`config.mk`:
```
export PLATFORM = sky130hd
export DESIGN_NAME = scc_reset_seq
export DESIGN_NICKNAME = d
export VERILOG_FILES = /design/src/rtl/scc_reset_seq.sv
export SDC_FILE = /design/constraint.sdc
export NUM_CORES = 1
export LEC_CHECK = 0
export BUFFER_PORTS_ARGS = -buffer_cell sky130_fd_sc_hd__buf_4
export CORE_MARGIN = 2
export CORE_UTILIZATION = 40
export DETAILED_ROUTE_END_ITERATION = 7
export PLACE_DENSITY_LB_ADDON = 0.3
export SLEW_MARGIN = 20
export SYNTH_ARGS = -nofsm -noshare
export SYNTH_HDL_FRONTEND = slang
export SYNTH_SLANG_ARGS = --single-unit
```
`constraint.sdc`:
```
create_clock -name clk -period 1.7 [get_ports clk]
set_input_delay 0.255 -clock clk [delete_from_list [all_inputs] [get_ports clk]]
set_output_delay 0.255 -clock clk [all_outputs]
set_load 0.1 [all_outputs]
```
`src/rtl/scc_reset_seq.sv`:
```
module scc_reset_seq #(
  parameter int N_CREG = 4,
  parameter int STRETCH = 5,
  parameter logic [N_CREG*8-1:0] CH_KEEP = 32'h0C_FF_24_00
) (
  input  logic       clk,
  input  logic       rst_n,
  input  logic       as_n,
  input  logic       ds_n,
  input  logic       acc_valid,
  input  logic       acc_write,
  input  logic       acc_chan,
  input  logic [$clog2(N_CREG+1)-1:0] acc_reg,
  input  logic [7:0] wdata,
  output logic [7:0] rdata,
  output logic       rd_valid,
  output logic       busy,
  output logic       dev_rst,
  output logic       chan_a_rst,
  output logic       chan_b_rst
);
  localparam int AW = $clog2(N_CREG+1);
  localparam int CW = $clog2(STRETCH+1);
  localparam logic [AW-1:0] MIDX = AW'(N_CREG);
  localparam logic [CW-1:0] CLOAD = CW'(STRETCH);

  logic [1:0] as_sy, ds_sy;
  logic [CW-1:0] dev_cnt, a_cnt, b_cnt;
  logic [7:0] creg [2][N_CREG];
  logic [5:0] mstr;
  logic [7:0] rd_mux;

  always_ff @(posedge clk or negedge rst_n)
    if (!rst_n) begin
      as_sy <= 2'b11;
      ds_sy <= 2'b11;
    end else begin
      as_sy <= {as_sy[0], as_n};
      ds_sy <= {ds_sy[0], ds_n};
    end

  wire hw_cond  = ~as_sy[1] & ~ds_sy[1];
  wire acc_ok   = acc_valid & ~busy & ~hw_cond;
  wire wr_ok    = acc_ok & acc_write;
  wire rd_ok    = acc_ok & ~acc_write;
  wire mwr      = wr_ok & (acc_reg == MIDX);
  wire [1:0] cmd = mwr ? wdata[7:6] : 2'b00;
  wire full_req = hw_cond | (cmd == 2'b11);
  wire [1:0] ch_req = full_req ? 2'b00 : {cmd == 2'b10, cmd == 2'b01};

  function automatic logic [CW-1:0] step(input logic ld, input logic [CW-1:0] c);
    if (ld) return CLOAD;
    if (c != '0) return c - CW'(1);
    return c;
  endfunction

  always_ff @(posedge clk or negedge rst_n)
    if (!rst_n) begin
      dev_cnt <= '0;
      a_cnt   <= '0;
      b_cnt   <= '0;
    end else begin
      dev_cnt <= step(full_req, dev_cnt);
      a_cnt   <= step(ch_req[1], a_cnt);
      b_cnt   <= step(ch_req[0], b_cnt);
    end

  assign dev_rst    = dev_cnt != '0;
  assign chan_a_rst = dev_rst | (a_cnt != '0);
  assign chan_b_rst = dev_rst | (b_cnt != '0);
  assign busy       = chan_a_rst | chan_b_rst;

  for (genvar ch = 0; ch < 2; ch++) begin : g_ch
    for (genvar r = 0; r < N_CREG; r++) begin : g_reg
      always_ff @(posedge clk or negedge rst_n)
        if (!rst_n)
          creg[ch][r] <= '0;
        else if (full_req)
          creg[ch][r] <= '0;
        else if (ch_req[ch])
          creg[ch][r] <= creg[ch][r] & CH_KEEP[r*8 +: 8];
        else if (wr_ok && (acc_chan == (ch == 1)) && acc_reg == AW'(r))
          creg[ch][r] <= wdata;
    end
  end

  always_ff @(posedge clk or negedge rst_n)
    if (!rst_n)       mstr <= '0;
    else if (hw_cond) mstr <= '0;
    else if (mwr)     mstr <= wdata[5:0];

  always_comb begin
    rd_mux = '0;
    for (int r = 0; r < N_CREG; r++)
      if (acc_reg == AW'(r)) rd_mux = acc_chan ? creg[1][r] : creg[0][r];
    if (acc_reg == MIDX) rd_mux = {2'b00, mstr};
  end

  always_ff @(posedge clk or negedge rst_n)
    if (!rst_n) begin
      rd_valid <= 1'b0;
      rdata    <= '0;
    end else begin
      rd_valid <= rd_ok;
      rdata    <= rd_ok ? rd_mux : '0;
    end
endmodule

```
; After elaboration in Yosys (flattened, before gate mapping)
; Cells that the tools add are included.
; Widths: inputs -> output; s select.
[word_totals]
regBits = 92
latch_bits = 0
ramBits = 0
rom_bits = 0
input_bits = 18
out_inout_bits = 13
word_cells = 143
mem_count = 0
[classes]
addsub = 3
mul = 0
div = 0
order_cmp = 0
n_eq_ne = 9
shifts = 0
mux = 59
bitwise_logic = 16
n_reduce_logical = 36
[op_table]
columns = op, n
row1 = $mux 8, 34
row2 = $mux 3, 12
row3 = $reduce_bool 3->1, 9
row4 = $reduce_bool 2->1, 10
row5 = $mux 6, 2
row6 = $reduce_and 2->1, 6
row7 = $logic_and 1x1->1, 10
row8 = $mux 1, 9
row9 = $sub 3x1->3 const B, 3
row10 = $and 1x1->1, 6
row11 = $eq 3x2->1 const B, 2
row12 = $not 1->1, 6
row13 = $eq 2x2->1 const B, 2
row14 = $mux 2, 2
row15 = $ne 2x2->1 const B, 2
row16 = $or 1x1->1, 4
row17 = $eq 3x1->1 const B, 1
row18 = $eq 3x3->1 const B, 1
row19 = $logic_not 3->1, 1
row20 = $eq 2x1->1 const B, 1

; Longest topological paths before layout
; Gate-level depths: netlist (run 1).
[logic_depth]
word_depth = 16
depth_mapped = 7
mapped_depth_nobuf = 5

; Worst setup path after synthesis (run 1)
; Ideal clock, no wire load.
[synth_path]
kind = reg2reg
startpoint = reg dev_cnt[2]
endpoint = reg creg[40] in the netlist's numbering
setup_time_ns = 0.121
arrival_time_ns = 1.700
t_required_ns = 1.579
setup_slack_ns = -0.121
path_stages_with_launch = 6
path_buffers = 0
synth_period_minus_slack_ns = 1.821
cell_sequence = dfrtp_1 -> nor4_4 -> nand4_2 -> nor4_4 -> mux2i_1 -> nor2_1
[synth_via]
elab_chain_len = 14
word_cells_on_any_way = 20
cone_classes = eq/ne (3) / mux (3) / bitwise (9) / reduce/logical (5)
[synth_lines]
columns = element, line_no
row1 = start: declaration, 28  ; logic [CW-1:0] dev_cnt, a_cnt, b_cnt;
row2 = start signal: assignment, 63  ; dev_cnt <= step(full_req, dev_cnt);
row3 = $reduce_bool 3->1 *, 68  ; assign dev_rst = dev_cnt != '0;
row4 = $or 1x1->1 (on tied branches), "69, 70"
row5 = $or 1x1->1 *, 71  ; assign busy = chan_a_rst | chan_b_rst;
row6 = $not 1->1 *, 43  ; wire acc_ok = acc_valid & ~busy & ~hw_cond;
row7 = $and 1x1->1 * (2 in series), 43
row8 = $and 1x1->1 *, 44  ; wire wr_ok = acc_ok & acc_write;
row9 = $and 1x1->1, 46  ; wire mwr = wr_ok & (acc_reg == MIDX);
row10 = $mux 2, 47  ; wire [1:0] cmd = mwr ? wdata[7:6] : 2'b00;
row11 = $eq 2x2->1, 48  ; wire full_req = hw_cond | (cmd == 2'b11);
row12 = $or 1x1->1, 48
row13 = $mux 2, 49  ; wire [1:0] ch_req = full_req ? 2'b00 : {cmd == 2'b10, cmd == 2'b01};
row14 = $ne 2x2->1 (no source line), n/a
row15 = $reduce_and 2->1 (no source line), n/a
row16 = end signal: indexed assignment, 81  ; creg[ch][r] <= creg[ch][r] & CH_KEEP[r*8 +: 8];
row17 = end signal: indexed assignment, 83  ; creg[ch][r] <= wdata;
row18 = end: declaration, 29  ; logic [7:0] creg [2][N_CREG];
; Mark *: on every way between the ends. The rest lies on a longest branch, timed or not.
; A chain may end at the register's enable or synchronous reset.

; Final worst setup path (run 1)
[layout_path]
startpoint = reg dev_cnt[2]
endpoint = reg creg[48] in the netlist's numbering
[layout_via]
elab_chain_len = 14
word_cells_on_any_way = 19
cone_classes = eq/ne (2) / mux (4) / bitwise (9) / reduce/logical (4)
[layout_lines]
columns = element, line_no
row1 = $reduce_bool 3->1 *, 68
row2 = $or 1x1->1 (on tied branches), "69, 70"
row3 = $or 1x1->1 *, 71
row4 = $not 1->1 *, 43
row5 = $and 1x1->1 * (2 in series), 43
row6 = $and 1x1->1 *, 44
row7 = $and 1x1->1, 46
row8 = $mux 2, 47
row9 = $eq 2x2->1, 48
row10 = $or 1x1->1, 48
row11 = $mux 2, 49
row12 = $mux 8, 80  ; else if (ch_req[ch])
row13 = $mux 8, 78  ; else if (full_req)
; Mark *: on every way between the ends. The rest lies on a longest branch, timed or not. The select of a mux whose other input is x is not followed.

==> impl_metrics.yaml, run 1 <==
critical_path:
  worstSetupEndpointType: "flop"
  critical_path_peak_fanout: 5
  timing_worst_setup_path_type: "reg -> reg"
  critical_path.startpoint_type: "flop"
  cp_data_arrival_time_ps: 2240
  cp.required_ps: 2010
synthesis:
  synth_warnings: 0
  synth.ff_latch_count: 92
  yosys.area.top_type_share_pct: 49.5
  yosysSeqAreaShare_pct: 51.8
  synth_area_leaders: "sky130_fd_sc_hd__dfrtp_1 (49%), sky130_fd_sc_hd__mux2i_1 (9.7%), sky130_fd_sc_hd__nand2_1 (6.4%)"
  count_of_flip_flops_with_a_built_in_enable_after_synthesis: 0
  synth_flop_cell: "sky130_fd_sc_hd__dfrtp_1"
  postSynthCellCount: 462
  netlist_area_um2: 4450
  synthDistinctLibCells: 46
  synthesized_netlist_net_count: 480
  post_synth.cell_area_avg_um2: 9.64
  synth-async-reset-ratio_pct: 100
  synth_area_leader_cell: "sky130_fd_sc_hd__dfrtp_1"
grt:
  antenna_found_initial: 0
  globalRouteTotalUtil_pct: 23.6
  grt_pass1_vias: 3937
  grt_first_pass_wirelength_um: 21100
  grt_start_max_net_pins: 41
  grt-ovfl-total: 0
die:
  design.core.area_um2: 10800
  fp.dieH_um: 109
  initial_core_util_pct: 41.1
  ioPinCount: 31
  dieArea_um2: 12000
  die_w_um: 109
  placementRows: 38
layout:
  finish.cell_count_without_fillers: 711
  final_layout_size_suffix_gt1_share_pct: 42.2
  n_fill_cell: 929
  mostFrequentLayoutCells: "sky130_fd_sc_hd__dfrtp_1 (88), sky130_fd_sc_hd__buf_4 (74), sky130_fd_sc_hd__nand2_1 (52)"
  finish.net_count: 584
  count_of_inserted_antenna_diode_cells: 0
  area_growth_syn_to_fin_pct: 42.7
  layout_commonest_cell: "sky130_fd_sc_hd__dfrtp_1"
drt:
  drt-initial-drc-count: 236
  post_drt_wl_per_cell_um: 19.1
  drt-vias-per-instance: 5.57
  firstDrtPassIters: 4
  dr_total_vias: 3963
  finalWirelength_um: 13600
  postRouteAntennaNets: 0
  drcViolationCount: 0
clock_tree:
  ctsLongestPathBuffers: 2
  clk_latency_ps: 380
  cts_root_buffer: "sky130_fd_sc_hd__clkbuf_8"
  clkSlewWorstSetupHoldPaths_ps: 90
  clock_sinks: 92
  h_tree_levels: 3
  cts_inserted_buffers: 9
  clock_tree_from_tritoncts: "built"
place:
  port_buffers: 30
  pre_cts_ws_ps: -172
  place_congestion: 0.842
  placed_cells_incl_taps: 671
  dp_hpwl_um: 8670
job:
  max_cap_viols: 0
sta:
  finClkSkew_ps: 14.3
  setup_ws_ps: -234
  setup_viol: 85
  max_freq_ghz: 0.517
  finalMaxSlewViolations: 0
  worst_pin_slew_ps: 545
  timing.final.crit_period_ps: 1930
  finalCritPeriodShare_pct: 114
  setup_repair_after_global_routing_missed_its_margin: "yes"
  final_hold_viol_count: 0
  worst_hold_slack_ps: 193
  setup_tns_ps: -12520
  max_slew_margin_pct: 63.5
outcome:
  violations: "negative setup slack"
  outcome: "finished with violations"
power:
  totalPowerFinal_mw: 5.81
  ir_worst_vdd_mv: 0.921
  leakage_nw: 2.87
  pwr_density_cell_nw_per_um2: 915
worst_hold_path:
  hold_path.class: "in -> reg"
[stage by stage]
stage | cell area [um^2] | utilization [%]
2_1_floorplan | 4500 | -
3_3_place_gp | 5340 | 49.2
3_5_place_dp | 5340 | 49.2
4_1_cts | 5980 | 55.2
5_1_grt | 6350 | 58.6
6_report | 6350 | 58.6
[critical path, stage by stage (launching register included)]
cell and delay [ps]:
sky130_fd_sc_hd__dfrtp_1 410, sky130_fd_sc_hd__nor4_4 320, sky130_fd_sc_hd__buf_4 170, sky130_fd_sc_hd__buf_6 110
sky130_fd_sc_hd__nand4_1 120, sky130_fd_sc_hd__buf_6 190, sky130_fd_sc_hd__nor2_4 220, sky130_fd_sc_hd__buf_6 150
sky130_fd_sc_hd__nand2_2 50, sky130_fd_sc_hd__a21oi_2 130
[sequential cells by signal (all words and copies together) (netlist names)]
| register | count |
|---|---|
| as_sy | 2 |
| b_cnt | 3 |
| creg | 64 |
| rd_valid | 1 |
| ds_sy | 2 |
| mstr | 6 |
| a_cnt | 3 |
| rdata | 8 |
| dev_cnt | 3 |
[synth_stat cells, drive strengths merged, types with 2 or more instances]
cell type,instances
a2111oi,2
mux2,5
a21oi,49
nand2,76
mux2i,43
o22ai,7
and4,2
dfrtp,88
a22o,8
nor2,47
o21ai,46
nor3,10
dfstp,4
nand3,7
nor2b,5
nand4b,2
buf,16
nor4,4
nand2b,2
inv,4
nand4,3
and2,2
and3,2
clkbuf,16
[layout make-up]
class	count	area (um^2)	area share, %
inverter	4	17.5	0.276
tap	140	175	2.76
clock inverter	4	23.8	0.374
multi-input combinational	335	2460	38.7
sequential	92	2310	36.3
timing repair buffer	124	1220	19.1
clock buffer	12	155	2.44
[path summary, 6_finish.rpt]
path	from	to	slack (ps)	cells past startpoint
min	wdata[2]	creg[2]	190	3
min in group asynchronous	rst_n	creg[62]	340	2
min reg2reg	as_sy[0]	as_sy[1]	350	0
max reg2reg	dev_cnt[2]	creg[48]	-230	9
max in group asynchronous	rst_n	creg[16]	800	3
max	dev_cnt[2]	creg[48]	-230	9
[cells by family (layout without fill, tap and decap cells)]
kind of cell           Yosys count  count (layout)  share of synthesized area, %
and+or+nand+nor                167             167                          18.1
AOI/OAI and AO/OA              118             119                          14.9
DFF                             92              92                          51.8
muxes                           49              49                          11.4
buffers and inverters           36             144                          3.77
[routing by layer]
layer	global-route usage [%]	part of all wire, %	vias to the layer above
met5	0	0	-
met4	8.50	2.5	0
met3	4.68	4.6	25
met2	38.8	49	111
met1	31.1	44	1991
li1	-	-	1836
[what timing repair did]
| action | 4_1_cts | 5_1_grt |
|---|---|---|
| pin swaps | 32 | 36 |
| setup endpoints to repair | 84 | 89 |
| gates resized for setup | 93 | 79 |
| hold endpoints to repair | 22 | 0 |
| setup buffers | 10 | 11 |
| hold buffers | 3 | 0 |
| cloned | 1 | 2 |
[where the power goes]
group	switching, mW	total (mW)	leakage (nW)	internal [mW]
combinational	1.22	2.09	1.52	0.870
clock	0.760	1.37	0.0961	0.607
sequential	0.0599	2.35	1.26	2.29
total	2.04	5.81	2.87	3.77
Power figures use the tool's default switching activity.
==> run 2: changes to the inputs <==
CORE_ASPECT_RATIO = 2   (was unset)
==> run 2 against run 1 <==
Effect of this change:
- the run still ends with negative setup slack left
- global-route usage increased by 1.9 points
- sequential share of layout area shrank 1.3 points
- utilization increased by 2.2 points
- setup slack improved by 2.9 ps
- final area up 4.1%
- critical path depth fell by 1
- sequential cell count unchanged
- critical endpoint is now creg[44]
==> impl_metrics.yaml, run 2 (synthesis gave the netlist of run 1 again) <==
place:
  placed_area_um2: 5360
  port_buffers: 30
  place_congestion: 0.875
  dp_hpwl_um: 9470
  pre_cts_ws_ps: -196
  placed_cells_incl_taps: 676
sta:
  final_hold_viol_count: 0
  worst_hold_slack_ps: 13.3
  setup_viol: 84
  setup_ws_ps: -231
  max_freq_ghz: 0.518
  finClkSkew_ps: 6.37
  max_slew_margin_pct: 53.8
  finalMaxSlewViolations: 0
  finalCritPeriodShare_pct: 114
  setup_repair_after_global_routing_missed_its_margin: "yes"
  worst_pin_slew_ps: 690
  timing.final.crit_period_ps: 1930
die:
  fp.dieH_um: 153
  dieArea_um2: 12000
  design.core.area_um2: 10900
  placementRows: 54
  initial_core_util_pct: 40.9
  die_w_um: 78.6
  ioPinCount: 31
drt:
  dr_total_vias: 4115
  drt-initial-drc-count: 359
  finalWirelength_um: 15400
  postRouteAntennaNets: 0
  drt-vias-per-instance: 5.76
  post_drt_wl_per_cell_um: 21.6
  firstDrtPassIters: 5
  drcViolationCount: 0
layout:
  count_of_inserted_antenna_diode_cells: 0
  largest_register: "creg"
  largest_register_ff_count: 64
  finish.cell_count_without_fillers: 714
  seqCellArea_um2: 2310
  finish.net_count: 587
  post_route_cell_area_um2: 6610
  multi_input_area_um2: 2470
  area_growth_syn_to_fin_pct: 48.5
  layout_top_registers: "creg (64), rdata (8), mstr (6)"
  mostFrequentLayoutCells: "sky130_fd_sc_hd__dfrtp_1 (84), sky130_fd_sc_hd__buf_4 (77), sky130_fd_sc_hd__nand2_1 (55)"
  n_fill_cell: 865
  layout_commonest_cell: "sky130_fd_sc_hd__dfrtp_1"
  final_layout_size_suffix_gt1_share_pct: 44.9
clock_tree:
  clk_latency_ps: 350
  cts_inserted_buffers: 9
  clock_tree_from_tritoncts: "built"
  clkSlewWorstSetupHoldPaths_ps: 70
  ctsLongestPathBuffers: 2
  cts_root_buffer: "sky130_fd_sc_hd__clkbuf_16"
  h_tree_levels: 3
  clock_sinks: 92
critical_path:
  cp_data_arrival_time_ps: 2160
  rrSetupSlack_ps: -230
  critPathSlowestCell: "sky130_fd_sc_hd__dfrtp_1"
  worstSetupEndpointType: "flop"
  critical_path_peak_fanout: 6
  timing.critical_path.cells: "nor4_4 > buf_4 > buf_6 > nand4_4 > nor4_4 > buf_6 > mux2i_1 > nor2_1"
  cpPeakStageDelay_ps: 410
  worst-path-buf-inv: 3
  critical_path.startpoint_type: "flop"
  cp.required_ps: 1930
  worst_path_dominant_cell_family: "simple AND/OR/NAND/NOR gates"
  timing_worst_setup_path_type: "reg -> reg"
power:
  internal-power_mw: 4.79
  switching_power_mw: 2.22
  leakage_nw: 2.94
  power_frac_seq_pct: 33.7
  totalPowerFinal_mw: 7.01
  pwr_density_cell_nw_per_um2: 1060
  ir_worst_vdd_mv: 1.18
  p_clk_share_pct: 35.6
  power_frac_comb_pct: 30.6
  swShare_pct: 31.7
outcome:
  outcome: "finished with violations"
  violations: "negative setup slack"
grt:
  grt_first_pass_wirelength_um: 22900
  antenna_found_initial: 0
  grt_start_max_net_pins: 34
  grt_pass1_vias: 4310
  globalRouteTotalUtil_pct: 25.6
  grt-ovfl-total: 0
worst_hold_path:
  hold_path.class: "in -> reg"
job:
  max_cap_viols: 0
## run 2: cell count changes in the layout (fill, tap and decap cells not counted), sizes merged, moves of 2 or more
cell | previous run | this run
buf | 120 | 125
bufinv | 0 | 4
clkbuf | 13 | 9
clkinv | 4 | 1
dlygate4sd3 | 3 | 1
inv | 4 | 6
## run 2: per-stage QoR
stage	setup TNS, ps	util, %
after floorplan	-1020	-
after global placement	-3810	49.3
after detailed placement	-7670	49.3
after CTS	-7390	58.6
after global routing	-16820	60.8
final	-10300	60.8
## run 2: final cells by class
class                      count  share of cell area [%]
clock buffer                   9                    3.41
sequential                    92                    35.0
tap                          140                    2.65
multi-input combinational    336                    37.4
timing repair buffer         126                    19.1
inverter                       4                   0.265
clock inverter                 7                    2.20
## run 2: repair_timing
action | CTS | global route
gates resized for setup | 122 | 57
setup endpoints to repair | 84 | 89
buffers inserted | 13 | 5
pin swaps | 26 | 26
hold buffers | 1 | 0
hold endpoints to repair | 23 | 0
gates cloned | 5 | 0
## run 2: power by group through the flow
stage | Combinational (mW) | Clock, mW | Sequential (mW)
after floorplan | 0.852 | 0 | 2.44
after global placement | 1.47 | 0 | 2.39
after detailed placement | 1.49 | 0 | 2.40
after CTS | 2.05 | 2.50 | 2.36
after global routing | 2.23 | 2.62 | 2.37
final | 2.15 | 2.50 | 2.36
## run 2: path summary, 6_finish.rpt
check | start | endpoint | cells after the start
max reg2reg | dev_cnt[2] | creg[44] | 8
min in group asynchronous | rst_n | creg[28] | 2
max | dev_cnt[2] | creg[44] | 8
min | as_n | as_sy[0] | 1
min reg2reg | ds_sy[0] | ds_sy[1] | 0
max in group asynchronous | rst_n | as_sy[1] | 3
## run 2: routing by layer
layer  wire length, um  vias to the layer above  GRT usage [%]
met3               569                       62           4.37
met2              8630                      156           46.6
li1                  -                     1842              -
met1              5250                     2055           25.8
met5                 0                        -              0
met4               950                        0           16.7
==> run 3: changes to the inputs <==
CORE_UTILIZATION = 54   (was 40)
PLACE_DENSITY_LB_ADDON = 0.12   (was 0.3)
==> run 3 against run 2 <==
Effect of this change:
- the flow still finishes with violations (negative setup slack)
- sequential cell count unchanged
- utilization increased by 23 points
- fmax is 0.87% higher
- routed wire length up 3.4%
- via count up 2.5%
- register-to-register slack gained 20 ps
- final area up 0.66%
- worst hold slack worse by 4.5 ps
- first-iteration DRC count is 4.2% lower
- sequential share of layout area shrank 0.25 points
- cell count down 6.4%
- critical endpoint is now creg[53]
==> impl_metrics.yaml, run 3 (synthesis gave the netlist of run 1 again) <==
grt:
  grt_first_pass_wirelength_um: 21900
  grt-ovfl-total: 0
  grt_start_max_net_pins: 44
  antenna_found_initial: 0
  globalRouteTotalUtil_pct: 33.2
  grt_pass1_vias: 4198
clock_tree:
  ctsLongestPathBuffers: 2
  clock_tree_from_tritoncts: "built"
  cts_root_buffer: "sky130_fd_sc_hd__clkbuf_16"
  clkSlewWorstSetupHoldPaths_ps: 70
  clock_sinks: 92
  cts_inserted_buffers: 9
  clk_latency_ps: 350
  h_tree_levels: 3
critical_path:
  cp_data_arrival_time_ps: 2150
  critical_path.startpoint_type: "flop"
  worstSetupEndpoint: "creg[53]"
  critical_path_peak_fanout: 7
  worst_r2r_endpoint: "creg[53]"
  setup.worst_path.start: "a_cnt[1]"
  rrSetupSlack_ps: -210
  timing.rr.start: "a_cnt[1]"
  reg2reg_depth: 7
  cp.required_ps: 1940
  timing_worst_setup_path_type: "reg -> reg"
  worstSetupEndpointType: "flop"
drt:
  drt-initial-drc-count: 344
  drt-vias-per-instance: 6.31
  dr_total_vias: 4217
  finalWirelength_um: 15900
  post_drt_wl_per_cell_um: 23.8
  postRouteAntennaNets: 0
  firstDrtPassIters: 7
  drcViolationCount: 0
sta:
  finClkSkew_ps: 6.20
  timing.final.crit_period_ps: 1910
  setup_viol: 88
  max_slew_margin_pct: 59.9
  worst_hold_slack_ps: 8.81
  max_freq_ghz: 0.522
  worst_pin_slew_ps: 600
  setup_repair_after_global_routing_missed_its_margin: "yes"
  final_hold_viol_count: 0
  finalMaxSlewViolations: 0
  setup_ws_ps: -215
  finalCritPeriodShare_pct: 113
layout:
  count_of_inserted_antenna_diode_cells: 0
  largest_register_ff_count: 64
  area_growth_syn_to_fin_pct: 49.5
  layout_commonest_cell: "sky130_fd_sc_hd__dfrtp_1"
  mostFrequentLayoutCells: "sky130_fd_sc_hd__dfrtp_1 (85), sky130_fd_sc_hd__buf_4 (77), sky130_fd_sc_hd__nand2_1 (45)"
  largest_register: "creg"
  layout_top_registers: "creg (64), rdata (8), mstr (6)"
  finish.net_count: 585
  final_layout_size_suffix_gt1_share_pct: 48.4
power:
  leakage_nw: 2.95
  totalPowerFinal_mw: 6.60
  ir_worst_vdd_mv: 0.598
  pwr_density_cell_nw_per_um2: 992
die:
  ioPinCount: 31
  placementRows: 46
  fp.dieH_um: 132
  design.core.area_um2: 7940
  initial_core_util_pct: 56.0
  die_w_um: 68.2
  dieArea_um2: 9030
place:
  place_congestion: 0.853
  dp_hpwl_um: 9130
  port_buffers: 30
outcome:
  violations: "negative setup slack"
  outcome: "finished with violations"
worst_hold_path:
  hold_path.class: "in -> reg"
job:
  max_cap_viols: 0
## run 3: power breakdown
group | total, mW | switching (mW) | internal [mW]
combinational | 2.28 | 1.32 | 0.960
sequential | 2.37 | 0.0804 | 2.29
clock | 1.95 | 0.903 | 1.04
total | 6.60 | 2.30 | 4.30
## run 3: timing repair
| item | 4_1_cts | 5_1_grt |
|---|---|---|
| setup buffers | 12 | 8 |
| pin swaps | 29 | 44 |
| endpoints found under the hold margin | 36 | 0 |
| hold buffers | 1 | 0 |
| cloned | 1 | 6 |
| resized for setup | 88 | 120 |
| endpoints found under the setup margin | 82 | 88 |
## run 3: worst max-delay path: stages (launching register included)
cell	delay (ps)
sky130_fd_sc_hd__dfrtp_1	470
sky130_fd_sc_hd__nor4_1	430
sky130_fd_sc_hd__nand4_1	210
sky130_fd_sc_hd__buf_6	190
sky130_fd_sc_hd__nor2_4	130
sky130_fd_sc_hd__buf_12	150
sky130_fd_sc_hd__nor2_2	40
sky130_fd_sc_hd__a22o_1	170
## run 3: stage by stage
stage               setup TNS [ps]  instance area, um^2  util [%]  instances  worst slack, ps
floorplan                    -1020                 4500         -        462             -120
global placement             -4120                 5280      66.5        625             -143
detailed placement           -7000                 5280      66.5        625             -186
CTS                          -4810                 6020      75.8        654             -147
global route                -16100                 6650      83.8        668             -296
finish                      -11560                 6650      83.8        668             -215
## run 3: worst min path at each step
stage	to	cells past startpoint	slack [ps]	startpoint
final	ds_sy[0]	1	9	ds_n
after global routing	ds_sy[0]	1	6	ds_n
after CTS	as_sy[0]	1	9	as_n
after detailed placement	creg[39]	1	280	rst_n
after global placement	creg[39]	1	270	rst_n
after floorplan	a_cnt[0]	0	-40	rst_n
## run 3: final cells by class
cell class / instances / area (um^2)
flip-flops and latches: 92 / 2310
clock buffers: 10 / 239
clock inverters: 6 / 46.3
multi-input cells: 335 / 2610
inverters: 4 / 22.5
repair buffers: 125 / 1300
fillers: 421 / 1290
well taps: 96 / 120
## run 3: per-layer routing
layer	global-route usage, %	vias up	part of all wire (%)
li1	-	1838	-
met1	37.7	2118	34
met2	54.9	195	55
met3	7.17	66	4.9
met4	19.6	0	6.2
met5	0	-	0
